==> config.mk <==
export PLATFORM = sky130hd
export DESIGN_NAME = dpf_serial_tx
export DESIGN_NICKNAME = d
export VERILOG_FILES = /design/src/rtl/dpf_tx_pkg.sv /design/src/rtl/dpf_tx_hold.sv /design/src/rtl/dpf_tx_seq.sv /design/src/rtl/dpf_tx_shifter.sv /design/src/rtl/dpf_serial_tx.sv
export SDC_FILE = /design/constraint.sdc
export NUM_CORES = 1
export LEC_CHECK = 0
export ABC_AREA = 1
export BUFFER_PORTS_ARGS = -buffer_cell sky130_fd_sc_hd__clkbuf_2
export CAP_MARGIN = 20
export CORE_MARGIN = 8
export CORE_UTILIZATION = 30
export DETAILED_ROUTE_END_ITERATION = 10
export PLACE_DENSITY = 0.51
export REMOVE_ABC_BUFFERS = 1
export SYNTH_ARGS = -nofsm -noshare
export SYNTH_HDL_FRONTEND = slang
export SYNTH_HIERARCHICAL = 1
export SYNTH_SLANG_ARGS = --single-unit
==> constraint.sdc <==
create_clock -name clk -period 4.35 [get_ports clk]
set_clock_uncertainty 0.1 [all_clocks]
set_input_delay 0.6525 -clock clk [delete_from_list [all_inputs] [get_ports clk]]
set_output_delay 0.6525 -clock clk [all_outputs]
set_load 0.01 [all_outputs]
==> src/rtl/dpf_tx_pkg.sv <==
package dpf_tx_pkg;
   localparam int LEN_W  = 6;   // holds lengths up to 32
   localparam int CODE_W = 3;

   // length code to bit count; reserved codes fall back to 8
   function automatic logic [LEN_W-1:0] code_to_len(input logic [CODE_W-1:0] code);
      logic [LEN_W-1:0] len;
      case (code)
         3'd0:    len = LEN_W'(8);
         3'd1:    len = LEN_W'(12);
         3'd2:    len = LEN_W'(16);
         3'd3:    len = LEN_W'(20);
         3'd4:    len = LEN_W'(24);
         3'd5:    len = LEN_W'(32);
         default: len = LEN_W'(8);
      endcase
      return len;
   endfunction
endpackage

==> src/rtl/dpf_tx_hold.sv <==
module dpf_tx_hold #(
   parameter int DATA_W = 32
) (
   input  logic              clk,
   input  logic              rst_n,
   input  logic              wr_en,
   input  logic [DATA_W-1:0] wr_data,
   input  logic              take,
   output logic [DATA_W-1:0] hold_data,
   output logic              full,
   output logic              accept
);
   logic              full_q;
   logic [DATA_W-1:0] data_q;

   assign accept    = wr_en & ~full_q;   // writes while full are dropped
   assign full      = full_q;
   assign hold_data = data_q;

   always_ff @(posedge clk or negedge rst_n) begin
      if (!rst_n) begin
         full_q <= 1'b0;
         data_q <= '0;
      end else if (accept) begin
         full_q <= 1'b1;
         data_q <= wr_data;
      end else if (take) begin
         full_q <= 1'b0;
      end
   end
endmodule

==> src/rtl/dpf_tx_seq.sv <==
module dpf_tx_seq #(
   parameter int CNT_W = 7,
   parameter int LEN_W = 6
) (
   input  logic             clk,
   input  logic             rst_n,
   input  logic             bit_en,
   input  logic             fs_int_sel,
   input  logic             fs_ext_in,
   input  logic             hold_full,
   input  logic             two_phase,
   input  logic [LEN_W-1:0] len1,
   input  logic [LEN_W-1:0] len2,
   input  logic [CNT_W-1:0] cnt1,
   input  logic [CNT_W-1:0] cnt2,
   output logic             active,
   output logic             load,
   output logic [LEN_W-1:0] load_len,
   output logic             shift_en,
   output logic             frame_end
);
   logic             active_q, active_d;
   logic             phase_q, phase_d;
   logic [CNT_W-1:0] word_q, word_d;
   logic [LEN_W-1:0] bit_q, bit_d;
   logic [LEN_W-1:0] cur_len;
   logic             start;

   assign cur_len = phase_q ? len2 : len1;
   // start source depends on mode; ignored while active
   assign start   = bit_en & (fs_int_sel ? hold_full : fs_ext_in);
   assign active  = active_q;

   always_comb begin
      active_d  = active_q;
      phase_d   = phase_q;
      word_d    = word_q;
      bit_d     = bit_q;
      load      = 1'b0;
      load_len  = len1;
      shift_en  = 1'b0;
      frame_end = 1'b0;
      if (!active_q) begin
         if (start) begin
            load     = 1'b1;
            load_len = len1;
            active_d = 1'b1;
            phase_d  = 1'b0;
            word_d   = cnt1;
            bit_d    = len1 - LEN_W'(1);
         end
      end else if (bit_en) begin
         if (bit_q != '0) begin
            shift_en = 1'b1;
            bit_d    = bit_q - LEN_W'(1);
         end else if (word_q != '0) begin
            load     = 1'b1;
            load_len = cur_len;
            word_d   = word_q - CNT_W'(1);
            bit_d    = cur_len - LEN_W'(1);
         end else if (!phase_q && two_phase) begin
            load     = 1'b1;
            load_len = len2;
            phase_d  = 1'b1;
            word_d   = cnt2;
            bit_d    = len2 - LEN_W'(1);
         end else begin
            active_d  = 1'b0;
            frame_end = 1'b1;
         end
      end
   end

   always_ff @(posedge clk or negedge rst_n) begin
      if (!rst_n) begin
         active_q <= 1'b0;
         phase_q  <= 1'b0;
         word_q   <= '0;
         bit_q    <= '0;
      end else begin
         active_q <= active_d;
         phase_q  <= phase_d;
         word_q   <= word_d;
         bit_q    <= bit_d;
      end
   end
endmodule

==> src/rtl/dpf_tx_shifter.sv <==
module dpf_tx_shifter #(
   parameter int DATA_W    = 32,
   parameter int LEN_W     = 6,
   parameter bit LSB_FIRST = 1'b0
) (
   input  logic              clk,
   input  logic              rst_n,
   input  logic              load,
   input  logic [LEN_W-1:0]  load_len,
   input  logic [DATA_W-1:0] load_word,
   input  logic              shift_en,
   output logic              ser_bit
);
   localparam int SH_W = $clog2(DATA_W) + 1;

   logic [DATA_W-1:0] shift_q;

   generate
      if (LSB_FIRST) begin : g_lsb
         always_ff @(posedge clk or negedge rst_n) begin
            if (!rst_n)        shift_q <= '0;
            else if (load)     shift_q <= load_word;
            else if (shift_en) shift_q <= shift_q >> 1;
         end
         assign ser_bit = shift_q[0];
      end else begin : g_msb
         logic [SH_W-1:0] sh_amt;
         assign sh_amt = SH_W'(DATA_W) - SH_W'(load_len);
         always_ff @(posedge clk or negedge rst_n) begin
            if (!rst_n)        shift_q <= '0;
            else if (load)     shift_q <= load_word << sh_amt;
            else if (shift_en) shift_q <= shift_q << 1;
         end
         assign ser_bit = shift_q[DATA_W-1];
      end
   endgenerate
endmodule

==> src/rtl/dpf_serial_tx.sv <==
module dpf_serial_tx
   import dpf_tx_pkg::*;
#(
   parameter int DATA_W    = 32,
   parameter int CNT_W     = 7,
   parameter bit LSB_FIRST = 1'b0
) (
   input  logic              clk,
   input  logic              rst_n,
   input  logic              bit_en,
   input  logic              fs_int_sel,
   input  logic              fs_ext_in,
   input  logic              two_phase,
   input  logic [2:0]        ph1_len_code,
   input  logic [CNT_W-1:0]  ph1_words_m1,
   input  logic [2:0]        ph2_len_code,
   input  logic [CNT_W-1:0]  ph2_words_m1,
   input  logic              irq_mode,
   input  logic              wr_en,
   input  logic [DATA_W-1:0] wr_data,
   output logic              tx_data,
   output logic              fs_out,
   output logic              ready,
   output logic              underflow,
   output logic              irq
);
   generate
      if (DATA_W < 32) begin : g_bad_width
         $error("dpf_serial_tx: DATA_W must be at least 32");
      end
      if (CNT_W < 1 || CNT_W > 16) begin : g_bad_cnt
         $error("dpf_serial_tx: CNT_W out of range");
      end
   endgenerate

   logic [LEN_W-1:0]  len1, len2, load_len;
   logic [DATA_W-1:0] hold_data, load_word, last_q;
   logic              hold_full, accept;
   logic              active, load, shift_en, frame_end, ser_bit;
   logic              uf_q, fs_q, irq_q;

   assign len1 = code_to_len(ph1_len_code);
   assign len2 = code_to_len(ph2_len_code);

   dpf_tx_hold #(.DATA_W(DATA_W)) u_hold (
      .clk(clk), .rst_n(rst_n), .wr_en(wr_en), .wr_data(wr_data),
      .take(load), .hold_data(hold_data), .full(hold_full), .accept(accept)
   );

   dpf_tx_seq #(.CNT_W(CNT_W), .LEN_W(LEN_W)) u_seq (
      .clk(clk), .rst_n(rst_n), .bit_en(bit_en), .fs_int_sel(fs_int_sel),
      .fs_ext_in(fs_ext_in), .hold_full(hold_full), .two_phase(two_phase),
      .len1(len1), .len2(len2), .cnt1(ph1_words_m1), .cnt2(ph2_words_m1),
      .active(active), .load(load), .load_len(load_len),
      .shift_en(shift_en), .frame_end(frame_end)
   );

   // with nothing held, the previous word is reused
   assign load_word = hold_full ? hold_data : last_q;

   dpf_tx_shifter #(.DATA_W(DATA_W), .LEN_W(LEN_W), .LSB_FIRST(LSB_FIRST)) u_shift (
      .clk(clk), .rst_n(rst_n), .load(load), .load_len(load_len),
      .load_word(load_word), .shift_en(shift_en), .ser_bit(ser_bit)
   );

   always_ff @(posedge clk or negedge rst_n) begin
      if (!rst_n) begin
         last_q <= '0;
         uf_q   <= 1'b0;
         fs_q   <= 1'b0;
         irq_q  <= 1'b0;
      end else begin
         if (load) last_q <= load_word;
         if (load && !hold_full) uf_q <= 1'b1;
         else if (accept)        uf_q <= 1'b0;
         fs_q  <= load & fs_int_sel;
         irq_q <= irq_mode ? frame_end : (load & hold_full);
      end
   end

   assign tx_data   = active & ser_bit;
   assign fs_out    = fs_q;
   assign ready     = ~hold_full;
   assign underflow = uf_q;
   assign irq       = irq_q;
endmodule

### Word level (Yosys, flattened, before mapping)

Index checks and enable logic that the tools add are counted.

| operators by class | value |
|---|---|
| add/subtract/negate cells | 6 |
| equality and inequality tests | 16 |
| shifts and indexed selects | 1 |
| muxes and demuxes | 52 |
| bitwise logic cells | 6 |
| reductions and logical operators | 13 |

Operator list:

| cell | count |
|---|---|
| $mux 32 | 3 |
| $mux 6 | 12 |
| $pmux 6 s5 | 2 |
| $mux 7 | 6 |
| $shl 32x6->32 | 1 |
| $mux 1 | 29 |
| $sub 6x1->6 const B | 4 |
| $eq 3x2->1 const B | 4 |
| $eq 3x3->1 const B | 4 |
| $ne 2x2->1 const B | 4 |
| $reduce_bool 2->1 | 4 |
| $reduce_bool 7->1 | 1 |
| $sub 7x1->7 const B | 1 |
| $eq 3x1->1 const B | 2 |
| $reduce_bool 6->1 | 1 |
| $sub 6x6->6 const A | 1 |
| $and 1x1->1 | 5 |
| $reduce_and 5->1 | 1 |
| $ne 4x4->1 const B | 1 |
| $reduce_and 4->1 | 1 |
| $ne 3x3->1 const B | 1 |
| $reduce_and 3->1 | 1 |
| $logic_and 1x1->1 | 2 |
| $logic_not 1->1 | 2 |
| $not 1->1 | 1 |

| word-level totals | value |
|---|---|
| bits in registers | 115 |
| input bits | 60 |
| output and inout bits | 5 |
| word-level logic and storage cells | 105 |

### Longest topological paths before layout

Gate-level depths: netlist (run 1).

| depth | value |
|---|---|
| depth in word-level cells | 10 |
| depth in mapped cells | 27 |

### Cells and area by module

The synthesis (run 1) kept the hierarchy.

By module, submodules not included:

| module | instances | cells each | area each (um2) | seq. area each (um2) |
|---|---|---|---|---|
| dpf_tx_shifter | 1 | 549 | 3,218.1 | 800.8 |
| dpf_serial_tx | 1 | 278 | 1,870.5 | 875.8 |
| dpf_tx_seq | 1 | 227 | 1,461.4 | 375.4 |
| dpf_tx_hold | 1 | 143 | 1,371.3 | 825.8 |

### Least setup slack after synthesis (run 1)

Ideal clock, no wire load.

| timing | value |
|---|---|
| kind | flip-flop to flip-flop |
| from | register u_seq.word_q[0] |
| to | register u_shift.shift_q[29] |
| library setup time | 0.063 ns |
| data arrival time | 2.603 ns |
| required time | 4.187 ns |
| slack | 1.584 ns |
| cell stages (with the launch flop) | 22 |
| buffers on the path | 1 |
| period minus slack after synthesis | 2.766 ns |
| cell sequence | dfrtp_1 -> inv_1 -> ha_1 -> inv_2 -> nor2_8 -> nand3_4 -> nor2_1 -> inv_1 -> nand2_4 -> inv_1 -> nand3_1 -> o21ai_0 -> nor2_1 -> nand3_1 -> nand2_1 -> nand3_4 -> nor2_4 -> buf_4 -> nand3_1 -> nand3_1 -> nand2_1 -> inv_1 |

| between the ends | value |
|---|---|
| word-level cells in the longest chain between the ends | 8 |
| elaborated cells on any way between the ends | 13 |
| those cells by class | add/sub (1); shift (1); mux (9); reduce/logical (2) |

RTL lines:

| item | line | RTL |
|---|---|---|
| start: declaration | dpf_tx_seq.sv:24 | `logic [CNT_W-1:0] word_q, word_d;` |
| start signal: assignment | dpf_tx_seq.sv:83 | `word_q <= word_d;` |
| $reduce_bool 7->1 | dpf_tx_seq.sv:56 | `end else if (word_q != '0) begin` |
| $mux 6 | dpf_tx_seq.sv:56 |  |
| $mux 6 | dpf_tx_seq.sv:53 | `if (bit_q != '0) begin` |
| $mux 6 | dpf_tx_seq.sv:52 | `end else if (bit_en) begin` |
| $mux 6 | dpf_tx_seq.sv:43 | `if (!active_q) begin` |
| via load_len[4] | dpf_serial_tx.sv:36 | `logic [LEN_W-1:0] len1, len2, load_len;` |
| $sub 6x6->6 | dpf_tx_shifter.sv:28 | `assign sh_amt = SH_W'(DATA_W) - SH_W'(load_len);` |
| $shl 32x6->32 | dpf_tx_shifter.sv:31 | `else if (load) shift_q <= load_word << sh_amt;` |
| $mux 32 | dpf_tx_shifter.sv:31 |  |
| end signal: assignment | dpf_tx_shifter.sv:31 |  |
| end signal: assignment | dpf_tx_shifter.sv:32 | `else if (shift_en) shift_q <= shift_q << 1;` |
| end: declaration | dpf_tx_shifter.sv:16 | `logic [DATA_W-1:0] shift_q;` |

The timed path passes the listed nets, and every way through them passes these cells.
A chain may end at the register's enable or synchronous reset.

### Worst setup path after layout (run 1)

| timing | value |
|---|---|
| from | register u_seq.word_q[0] |
| to | register u_shift.shift_q[6] |

Same word-level chain as after synthesis.

==> results of run 1 <==
## registers in the layout, indices dropped and copies added, names as in the netlist
register / count
last_q: 32
fs_out: 1
u_hold/full: 1
u_seq/phase_q: 1
irq: 1
u_shift/shift_q: 32
u_seq/active: 1
u_hold/hold_data: 32
u_seq/word_q: 7
u_seq/bit_q: 6
underflow: 1
## layout by cell type (no fill, tap or decap), types with 4 or more instances in the layout
cell type | Yosys | routed
clkbuf_2 | 0 | 63
o21ai_1 | 5 | 5
nand3_1 | 258 | 258
nand2_2 | 13 | 13
nand2_1 | 471 | 471
o21ai_0 | 50 | 50
clkinvlp_4 | 0 | 4
inv_2 | 9 | 9
nand4_1 | 8 | 8
dfrtp_1 | 115 | 114
nor2_1 | 59 | 59
inv_4 | 4 | 4
nor2_2 | 6 | 6
a21oi_1 | 30 | 30
clkbuf_16 | 0 | 17
inv_1 | 56 | 56
buf_4 | 18 | 8
a31oi_1 | 5 | 5
conb_1 | 1 | 6
or2_2 | 11 | 11
## kinds of logic after synthesis
kind of cell / share of synthesized area (%)
other: 0.0473
adders and majority gates: 0.474
buffers and inverters: 8.80
DFF: 36.3
and+or+nand+nor: 46.6
AOI/OAI and AO/OA: 7.03
muxes: 0.142
xor gates and xnor gates: 0.569
## synth_stat cells (all sizes together)
cell type    n
conb         1
a21oi       30
clkbuf      13
o21ai       56
nand2      486
o221ai       2
nor2        70
a31oi        7
a22oi        1
nor3         1
a21boi       1
xor2         1
nand3      262
nand4        8
o211ai       2
buf         54
xnor2        2
mux2         1
or2         11
inv         69
o31ai        1
dfrtp      115
ha           3
## stage by stage
step	setup slack, ns	hold slack (ns)	cells	area, µm²
CTS	0.512	0.161	1573	8920
finish	0.475	0.136	1573	8920
global route	0.104	0.176	1573	8920
detailed placement	0.538	0.358	1541	8310
floorplan	0.604	0.257	1135	7510
global placement	0.603	0.353	1541	8310
## worst max-delay path by stage
| stage | start | end | slack [ns] | cells after the start |
|---|---|---|---|---|
| floorplan | u_hold/full | u_shift/shift_q[21] | 0.60 | 8 |
| finish | u_seq/word_q[0] | u_shift/shift_q[6] | 0.48 | 18 |
| global route | u_seq/word_q[0] | u_shift/shift_q[6] | 0.10 | 18 |
| CTS | u_seq/word_q[0] | u_shift/shift_q[23] | 0.51 | 20 |
| detailed placement | u_seq/word_q[0] | u_shift/shift_q[23] | 0.54 | 20 |
| global placement | u_seq/word_q[0] | u_shift/shift_q[23] | 0.60 | 20 |
## where the power goes
group / switching [mW] / internal (mW) / total [mW]
registers: 0.332 / 1.57 / 1.90
clock network: 0.555 / 0.906 / 1.46
logic: 1.68 / 0.849 / 2.53
## worst reg2reg max path, delay by kind of cell, from the launching register on
family	cells	cell delay, ns
flip-flops	1	0.40
AND/OR/NAND/NOR	9	1.41
buffers and inverters	5	0.73
AO/OA/AOI/OAI	3	0.92
adder cells (fa/ha/maj)	1	0.23
## metal layers
metal / vias up / global-route usage (%) / wire (µm)
li1: 3940 / - / -
met1: 3522 / 21.7 / 11800
met2: 159 / 23.3 / 10100
met3: 15 / 2.27 / 745
met4: 0 / 3.93 / 229
met5: - / 0 / 0
## cell type report
type | instances | area share, %
multi-input combinational | 951 | 49.0
inverter | 69 | 3.02
sequential | 115 | 32.3
clock buffer | 17 | 4.77
tap | 335 | 4.70
clock inverter | 15 | 2.05
timing repair buffer | 71 | 4.21
==> out/summary.log, run 1 <==
INFO  sta            setup_total_negative_slack=0ns
INFO  layout         final.fill_count=2874
INFO  yosys          post-synth-top-area-cell=dfrtp_1
INFO  route          vias=7636
INFO  global_routing grt_pass1_vias=7375
INFO  place          place.gp.congestion=0.910
INFO  setup_path     critical-path-max-stage-delay=0.40ns
INFO  sta            finalCriticalPeriod=3.87ns
INFO  sta            timing_worst_slew_pin_value=3.64ns
INFO  clock_tree     cts.repair.resized=0
INFO  floorplan      num_rows=59
INFO  yosys          synth-seq-area-share=36.3%
INFO  setup_path     crit-reg2reg-capture=u_shift/shift_q[6]
INFO  yosys          fraction_of_post_synthesis_cell_area_in_the_top_cell_type_by_area=36.3%
INFO  place          io_buffer_count=64
INFO  layout         drive_gt1_share=13.2%
INFO  clock_tree     clock-root-buffer=clkbuf_16
INFO  place          hpwl=16100µm
INFO  sta            maxClockFrequency=258MHz
INFO  layout         final_core_utilization=34.3%
INFO  clock_tree     cts_tree=yes
INFO  setup_path     setup.worst_path.end_class=flop
INFO  setup_path     arrival=4.11ns
INFO  clock_tree     cts_hold_buf=0
INFO  setup_path     critPathMaxFanout=32
INFO  sta            setup_viol_count_final=0
INFO  layout         ff_latch_area=0.00288mm²
INFO  yosys          synth.distinct_cells=41
INFO  yosys          syn_area_per_cell=6.62µm²
INFO  yosys          synth_area_leaders=dfrtp_1 36%, nand2_1 22%, nand3_1 16%, o21ai_0 3.2%, nor2_1 2.8%
INFO  setup_path     crit_buf_inv=5
INFO  setup_path     critPathKind=flop to flop
INFO  global_routing wire_length_of_the_first_global_routing_pass=39200µm
INFO  global_routing overflow=0
INFO  clock_tree     cts-htree-levels=4
INFO  floorplan      die-height=178µm
INFO  route          drt-total-wl=22800µm
INFO  floorplan      fp.dieArea=0.0319mm²
INFO  global_routing grt_use_total=15.1%
INFO  setup_path     rr_startpoint=u_seq/word_q[0]
INFO  route          post_drt_via_cell_ratio=4.85
INFO  setup_path     worstRegToRegCells=18
INFO  route          routedWlPerCell=14.5µm
INFO  setup_path     ff2ff_setup_slack=0.48ns
INFO  sta            count_of_final_hold_check_violations=0
INFO  route          route.detailed.drc=0
INFO  yosys          register_bit_total_from_synthesis=115
INFO  clock_tree     max-clock-path-buffers=2
INFO  layout         areaGrowthSynthToFinish=12.6%
INFO  setup_path     timing.critical_path.slowest_stage_cell=dfrtp_1
INFO  clock_tree     worst_setup_hold_path_clk_slew=0.06ns
INFO  setup_path     cpLargestDelayFamily=simple AND/OR/NAND/NOR gates
INFO  sta            rsz0062_at_grt=false
INFO  global_routing largest_net_degree_at_the_start_of_global_routing=66
INFO  floorplan      die_x=178µm
INFO  route          detail_route.iter0.violations=543
INFO  route          first_pass_iters=5
INFO  power_and_ir_drop peakVddDrop=0.270mV
INFO  layout         multi_input_area=0.00437mm²
INFO  yosys          synthesized_instance_count=1197
INFO  power_and_ir_drop power.total=5.89mW
INFO  clock_tree     cts_post_setup_buffers_inserted=0
INFO  sta            maxSlewViolCount=33
INFO  floorplan      boundaryPins=65
INFO  yosys          synth_area=0.00792mm²
INFO  setup_path     cp_cell_sequence=inv_1 -> ha_1 -> inv_2 -> nor2_8 -> nand3_4 -> nor2_1 -> inv_1 -> nand2_4 -> inv_1 -> o21ai_0 -> nor2_2 -> nand2_1 -> nand2_1 -> nand2_2 -> inv_2 -> a21oi_1 -> nand2_1 -> a21oi_1
INFO  clock_tree     inserted_clock_buffers=17
INFO  setup_path     worst-endpoint-required=4.59ns
INFO  layout         num-nets-final=1288
INFO  global_routing grt_antenna_before_repair=0
INFO  yosys          yosysWarningCount=6
INFO  floorplan      core_area=0.0260mm²
INFO  flow_run       cap_viol_max_count=0
INFO  power_and_ir_drop power-per-cell-area=661mW/mm²
INFO  layout         n_antenna_cell=0
INFO  setup_path     critical_path.startpoint_type=flop
INFO  sta            period_share=89.1%
INFO  sta            rel_slew_slack=-145%
INFO  run_status     status=complete, but fails checks
INFO  hold_path      hold_class=input port to asynchronous set/reset pin
INFO  clock_tree     cts_num_sinks=115
INFO  power_and_ir_drop power.leakage=4.51nW
INFO  run_status     failed_checks=max-slew violations
INFO  route          ant_nets=0
INFO  floorplan      initial_core_utilization=30.5%
INFO  clock_tree     clock_latency=0.42ns
No activity file was read; power rests on OpenSTA's default activity.
==> run 2: changes to the inputs <==
Clock period 4.35 ns to 4.9 ns, I/O delays scaled along.
==> out/summary.log, run 2 (synthesis results as in run 1) <==
INFO  setup_path     setup.worst_path.end_class=flop
INFO  setup_path     critPathMaxFanout=32 [unchanged]
INFO  power_and_ir_drop power-per-cell-area=576mW/mm² [-13%]
INFO  clock_tree     inserted_clock_buffers=17 [unchanged]
INFO  hold_path      hold_class=input port to asynchronous set/reset pin
INFO  place          hpwl=15900µm [-1.6%]
INFO  global_routing largest_net_degree_at_the_start_of_global_routing=65 [-1.5%]
INFO  floorplan      boundaryPins=65 [unchanged]
INFO  setup_path     cpLargestDelayFamily=simple AND/OR/NAND/NOR gates
INFO  sta            count_of_final_hold_check_violations=0 [unchanged]
INFO  run_status     failed_checks=max-slew violations
INFO  layout         num-nets-final=1285 [-0.23%]
INFO  power_and_ir_drop power.leakage=4.47nW [-0.77%]
INFO  route          routedWlPerCell=14.2µm [-1.9%]
INFO  floorplan      num_rows=59 [unchanged]
INFO  setup_path     worst-endpoint-required=5.11ns [+0.52 ns]
INFO  setup_path     worstRegToRegCells=17 [-1]
INFO  layout         final_core_utilization=34.0% [-0.26 points]
INFO  power_and_ir_drop power.total=5.09mW [-14%]
INFO  layout         final_common_cell=nand2_1
INFO  global_routing wire_length_of_the_first_global_routing_pass=38100µm [-2.7%]
INFO  place          postPlaceCellArea=0.00829mm² [-0.27%]
INFO  clock_tree     worst_setup_hold_path_clk_slew=0.06ns [about the same]
INFO  sta            setup_viol_count_final=0 [unchanged]
INFO  sta            rel_slew_slack=-132% [+13 points]
INFO  clock_tree     cts_post_setup_buffers_inserted=0 [unchanged]
INFO  floorplan      core_area=0.0260mm² [unchanged]
INFO  clock_tree     cts_hold_buf=0 [unchanged]
INFO  setup_path     critPathKind=flop to flop
INFO  place          place.gp.congestion=0.877 [-3.6%]
INFO  setup_path     critical-path-max-stage-delay=0.77ns [+0.37 ns]
INFO  layout         stdcell_count=1570 [-0.19%]
INFO  setup_path     timing.critical_path.slowest_stage_cell=dfrtp_1
INFO  route          ant_nets=0 [unchanged]
INFO  sta            setup_total_negative_slack=0ns [unchanged]
INFO  flow_run       cap_viol_max_count=0 [unchanged]
INFO  layout         final_design_area_no_fill=0.00885mm² [-0.77%]
INFO  global_routing overflow=0 [unchanged]
INFO  clock_tree     cts_num_sinks=115 [unchanged]
INFO  setup_path     critical_path.startpoint_type=flop
INFO  place          io_buffer_count=64 [unchanged]
INFO  global_routing grt_antenna_before_repair=0 [unchanged]
INFO  layout         n_antenna_cell=0 [unchanged]
INFO  clock_tree     cts_tree=yes
INFO  setup_path     cp_cell_sequence=inv_2 -> nor2_4 -> inv_2 -> nor2_8 -> nand2_4 -> inv_1 -> o21ai_0 -> nor2_2 -> nand2_1 -> nand2_1 -> nand2_2 -> inv_2 -> nand3_1 -> nand3_1 -> nand3_1 -> nand2_1 -> inv_1
INFO  floorplan      die-height=178µm [unchanged]
INFO  layout         areaGrowthSynthToFinish=11.7%
INFO  sta            timing_worst_slew_pin_value=3.44ns [-0.200 ns]
INFO  sta            maxSlewViolCount=33 [unchanged]
INFO  sta            maxClockFrequency=254MHz [-1.7%]
INFO  route          first_pass_iters=5 [unchanged]
INFO  run_status     status=complete, but fails checks
INFO  route          post_drt_via_cell_ratio=4.82 [-0.73%]
INFO  route          detail_route.iter0.violations=616 [+13%]
INFO  global_routing grt_pass1_vias=7386 [+0.15%]
INFO  setup_path     critical_path_depth=17 [-1]
INFO  sta            finalCriticalPeriod=3.94ns [+0.0663 ns]
INFO  global_routing grt_use_total=14.5% [-0.58 points]
INFO  clock_tree     clock-root-buffer=clkbuf_16
INFO  route          vias=7566 [-0.92%]
INFO  clock_tree     cts.repair.resized=0 [unchanged]
INFO  setup_path     arrival=4.15ns [+0.04 ns]
INFO  power_and_ir_drop peakVddDrop=0.207mV [-24%]
INFO  route          route.detailed.drc=0 [unchanged]
INFO  floorplan      fp.dieArea=0.0319mm² [unchanged]
INFO  layout         drive_gt1_share=13.0% [-0.21 points]
INFO  floorplan      initial_core_utilization=30.5% [unchanged]
INFO  sta            period_share=80.4% [-8.6 points]
INFO  clock_tree     clock_latency=0.42ns [about the same]
INFO  sta            rsz0062_at_grt=false
INFO  place          numPlacedInstances=1538 [-0.19%]
INFO  layout         highest_count_cells_in_the_layout_ignoring_fill_and_taps=471 x nand2_1, 258 x nand3_1, 114 x dfrtp_1, 63 x clkbuf_2, 59 x nor2_1
INFO  floorplan      die_x=178µm [unchanged]
INFO  route          drt-total-wl=22400µm [-2.1%]
INFO  clock_tree     max-clock-path-buffers=2 [unchanged]
INFO  setup_path     crit_buf_inv=5 [unchanged]
INFO  clock_tree     cts-htree-levels=4 [unchanged]
run 2: changes by cell type in the layout (fill, tap and decap cells not counted), sizes merged:
cell    previous run  this run
clkinv             5         8
bufinv             3         1
buf                8         5
inv               72        71
run 2: power by group:
| part | total [mW] | leakage (nW) | internal (mW) | switching [mW] |
|---|---|---|---|---|
| Sequential | 1.68 | 1.40 | 1.39 | 0.293 |
| Combinational | 2.22 | 2.81 | 0.748 | 1.47 |
| Clock | 1.19 | 0.266 | 0.700 | 0.493 |
| Total | 5.09 | 4.47 | 2.84 | 2.26 |
run 2: per-stage QoR:
stage / hold WS, ns / setup slack (ns)
final: 0.124 / 0.959
after global routing: 0.140 / 0.493
after CTS: 0.120 / 0.948
after detailed placement: 0.358 / 0.961
after global placement: 0.353 / 1.00
after floorplan: 0.339 / 1.15
run 2: area by class of cell:
class                           instances  area [µm²]
Clock buffer                           17         425
Tap cell                              335         419
Clock inverter                         15         136
Fill cell                            2894       17100
Inverter                               69         269
Sequential cell                       115        2880
Multi-Input combinational cell        951        4370
Timing Repair Buffer                   68         353
run 2: final timing paths:
check	slack (ns)	endpoint	startpoint
setup reg to reg	0.96	u_shift/shift_q[31]	u_seq/active
hold reg to reg	0.37	last_q[12]	last_q[12]
max in group asynchronous	3.61	u_shift/shift_q[16]	rst_n
hold / removal	0.12	u_seq/word_q[3]	rst_n
setup / recovery	0.96	u_shift/shift_q[31]	u_seq/active
min in group clk	0.37	last_q[12]	last_q[12]
run 2: per-layer routing:
metal | global-route usage [%] | vias up | wire length [µm]
met1 | 20.8 | 3475 | 11400
met2 | 22.3 | 146 | 10000
met4 | 3.58 | 0 | 183
met5 | 0 | - | 0
met3 | 2.37 | 13 | 793
li1 | - | 3932 | -
==> run 3: changes to the inputs <==
Clock period 4.9 ns to 4.1 ns, I/O delays scaled along.
==> out/summary.log, run 3 (synthesis results as in run 1) <==
INFO  setup_path     worstRegToRegCells=20 [+3]
INFO  global_routing wire_length_of_the_first_global_routing_pass=38300µm [+0.33%]
INFO  sta            period_share=88.4% [+8.0 points]
INFO  place          postPlaceCellArea=0.00832mm² [+0.42%]
INFO  layout         final_core_utilization=34.5% [+0.40 points]
INFO  place          numPlacedInstances=1541 [+0.20%]
INFO  place          io_buffer_count=64 [unchanged]
INFO  route          vias=7575 [+0.12%]
INFO  route          detail_route.iter0.violations=610 [-0.97%]
INFO  floorplan      boundaryPins=65 [unchanged]
INFO  global_routing grt_use_total=14.7% [+0.14 points]
INFO  route          first_pass_iters=5 [unchanged]
INFO  floorplan      core_area=0.0260mm² [unchanged]
INFO  sta            maxSlewViolCount=33 [unchanged]
INFO  place          place_ws=0.502ns [-0.459 ns]
INFO  route          route.detailed.drc=0 [unchanged]
INFO  power_and_ir_drop fraction_of_power_spent_switching_nets=42.1% [-2.2 points]
INFO  route          ant_nets=0 [unchanged]
INFO  sta            setup_viol_count_final=0 [unchanged]
INFO  clock_tree     cts-htree-levels=4 [unchanged]
INFO  clock_tree     worst_setup_hold_path_clk_slew=0.06ns [about the same]
INFO  clock_tree     cts_hold_buf=0 [unchanged]
INFO  run_status     failed_checks=max-slew violations
INFO  power_and_ir_drop p_sw=2.66mW [+18%]
INFO  route          routedWlPerCell=14.3µm [+0.23%]
INFO  power_and_ir_drop clkPwrFrac=25.9% [+2.5 points]
INFO  sta            finalCriticalPeriod=3.63ns [-0.316 ns]
INFO  setup_path     crit-reg2reg-capture=u_shift/shift_q[23]
INFO  clock_tree     cts_num_sinks=115 [unchanged]
INFO  flow_run       cap_viol_max_count=0 [unchanged]
INFO  layout         areaGrowthSynthToFinish=13.0%
INFO  global_routing grt_util_met1=20.4% [-0.46 points]
INFO  power_and_ir_drop power-per-cell-area=705mW/mm² [+22%]
INFO  setup_path     critical_path.startpoint_type=flop
INFO  route          drt-total-wl=22400µm [+0.36%]
INFO  global_routing met3_usage=2.41% [+0.042 points]
INFO  layout         stdcell_count=1572 [+0.13%]
INFO  sta            maxClockFrequency=276MHz [+8.7%]
INFO  layout         final_common_cell=nand2_1
INFO  sta            postLayoutSetupSlackWorst=0.475ns [-0.484 ns]
INFO  clock_tree     inserted_clock_buffers=17 [unchanged]
INFO  setup_path     setup.worst_path.end_class=flop
INFO  place          hpwl=15900µm [+0.18%]
INFO  layout         num-nets-final=1288 [+0.23%]
INFO  floorplan      die-height=178µm [unchanged]
INFO  power_and_ir_drop combPwrFrac=42.0% [-1.5 points]
INFO  clock_tree     clock_latency=0.42ns [about the same]
INFO  clock_tree     cts_post_setup_buffers_inserted=0 [unchanged]
INFO  layout         drive_gt1_share=12.9% [-0.10 points]
INFO  global_routing gr-max-usage-layer=met2
INFO  sta            rel_slew_slack=-149% [-17 points]
INFO  route          post_drt_via_cell_ratio=4.82 [about the same]
INFO  sta            rsz0062_at_grt=false
INFO  power_and_ir_drop power.leakage=4.53nW [+1.3%]
INFO  clock_tree     clock-root-buffer=clkbuf_16
INFO  layout         highest_count_cells_in_the_layout_ignoring_fill_and_taps=471 x nand2_1, 258 x nand3_1, 114 x dfrtp_1, 63 x clkbuf_2, 59 x nor2_1
INFO  floorplan      num_rows=59 [unchanged]
INFO  floorplan      initial_core_utilization=30.5% [unchanged]
INFO  sta            timing_worst_slew_pin_value=3.70ns [+0.258 ns]
INFO  setup_path     critPathMaxFanout=32 [unchanged]
INFO  layout         final_design_area_no_fill=0.00895mm² [+1.2%]
INFO  power_and_ir_drop internal_power=3.65mW [+29%]
INFO  setup_path     critPathKind=flop to flop
INFO  hold_path      hold_class=input port to asynchronous set/reset pin
INFO  global_routing use_met2=23.1% [+0.76 points]
INFO  global_routing grt_pass1_vias=7477 [+1.2%]
INFO  sta            setup_total_negative_slack=0ns [unchanged]
INFO  global_routing grt_antenna_before_repair=0 [unchanged]
INFO  global_routing overflow=0 [unchanged]
INFO  place          place.gp.congestion=0.874 [-0.39%]
INFO  setup_path     worst-endpoint-required=4.35ns [-0.76 ns]
INFO  layout         final.fill_count=2889 [-0.17%]
INFO  power_and_ir_drop peakVddDrop=0.261mV [+27%]
INFO  setup_path     arrival=3.88ns [-0.27 ns]
INFO  sta            count_of_final_hold_check_violations=0 [unchanged]
INFO  setup_path     ff2ff_setup_slack=0.47ns [-0.48 ns]
INFO  setup_path     rr_startpoint=u_seq/word_q[0]
INFO  setup_path     crit_path_start=u_seq/word_q[0]
INFO  power_and_ir_drop seqPwrFrac=32.1% [-0.9 points]
INFO  run_status     status=complete, but fails checks
INFO  clock_tree     cts.repair.resized=0 [unchanged]
INFO  layout         n_antenna_cell=0 [unchanged]
INFO  floorplan      fp.dieArea=0.0319mm² [unchanged]
INFO  clock_tree     max-clock-path-buffers=2 [unchanged]
INFO  global_routing largest_net_degree_at_the_start_of_global_routing=57 [-12%]
INFO  floorplan      die_x=178µm [unchanged]
INFO  clock_tree     cts_tree=yes
-- run 3: stage by stage --
| stage | power [mW] | hold WS, ns |
|---|---|---|
| 2_1_floorplan | 3.96 | 0.219 |
| 3_3_place_gp | 4.62 | 0.353 |
| 3_5_place_dp | 4.65 | 0.358 |
| 4_1_cts | 6.32 | 0.0177 |
| 5_1_grt | 6.90 | 0.0447 |
| 6_report | 6.31 | 0.0191 |
-- run 3: how the worst max path moves through the flow --
stage | end
global route | u_shift/shift_q[12]
detailed placement | u_shift/shift_q[23]
global placement | u_shift/shift_q[23]
floorplan | u_shift/shift_q[21]
CTS | u_shift/shift_q[23]
finish | u_shift/shift_q[23]
-- run 3: layer usage --
layer | routed length, µm | up-vias | share of wire (%)
li1 | - | 3935 | -
met3 | 876 | 21 | 3.9
met5 | 0 | - | 0
met4 | 282 | 0 | 1.3
met2 | 10000 | 153 | 45
met1 | 11200 | 3466 | 50
-- run 3: area by class of cell --
cell class,instances,area [µm²],area share (%)
Inverter,69,269,3.00
Timing Repair Buffer,71,388,4.33
Clock buffer,21,450,5.03
Clock inverter,10,181,2.03
Multi-Input combinational cell,951,4370,48.8
Sequential cell,115,2880,32.2
Tap cell,335,419,4.68
-- run 3: power groups by stage --
stage                     clock (mW)  combinational (mW)  sequential (mW)
after floorplan                    0                1.97             1.99
final                           1.63                2.65             2.03
after global routing            1.72                3.08             2.10
after detailed placement           0                2.61             2.04
after global placement             0                2.59             2.03
after CTS                       1.67                2.62             2.03
-- run 3: critical path, cell delays in order (launching register included) --
cell     delay (ns)
dfrtp_1        0.39
inv_1          0.08
ha_1           0.23
inv_2          0.09
nor2_8         0.13
nand3_4        0.20
nor2_1         0.19
inv_1          0.10
nand2_4        0.09
inv_1          0.09
o21ai_0        0.48
nor2_2         0.13
nand2_1        0.08
nand2_1        0.06
nand2_2        0.21
inv_2          0.26
a21oi_1        0.30
nand2_1        0.08
nand3_1        0.13
nand2_1        0.07
inv_1          0.05
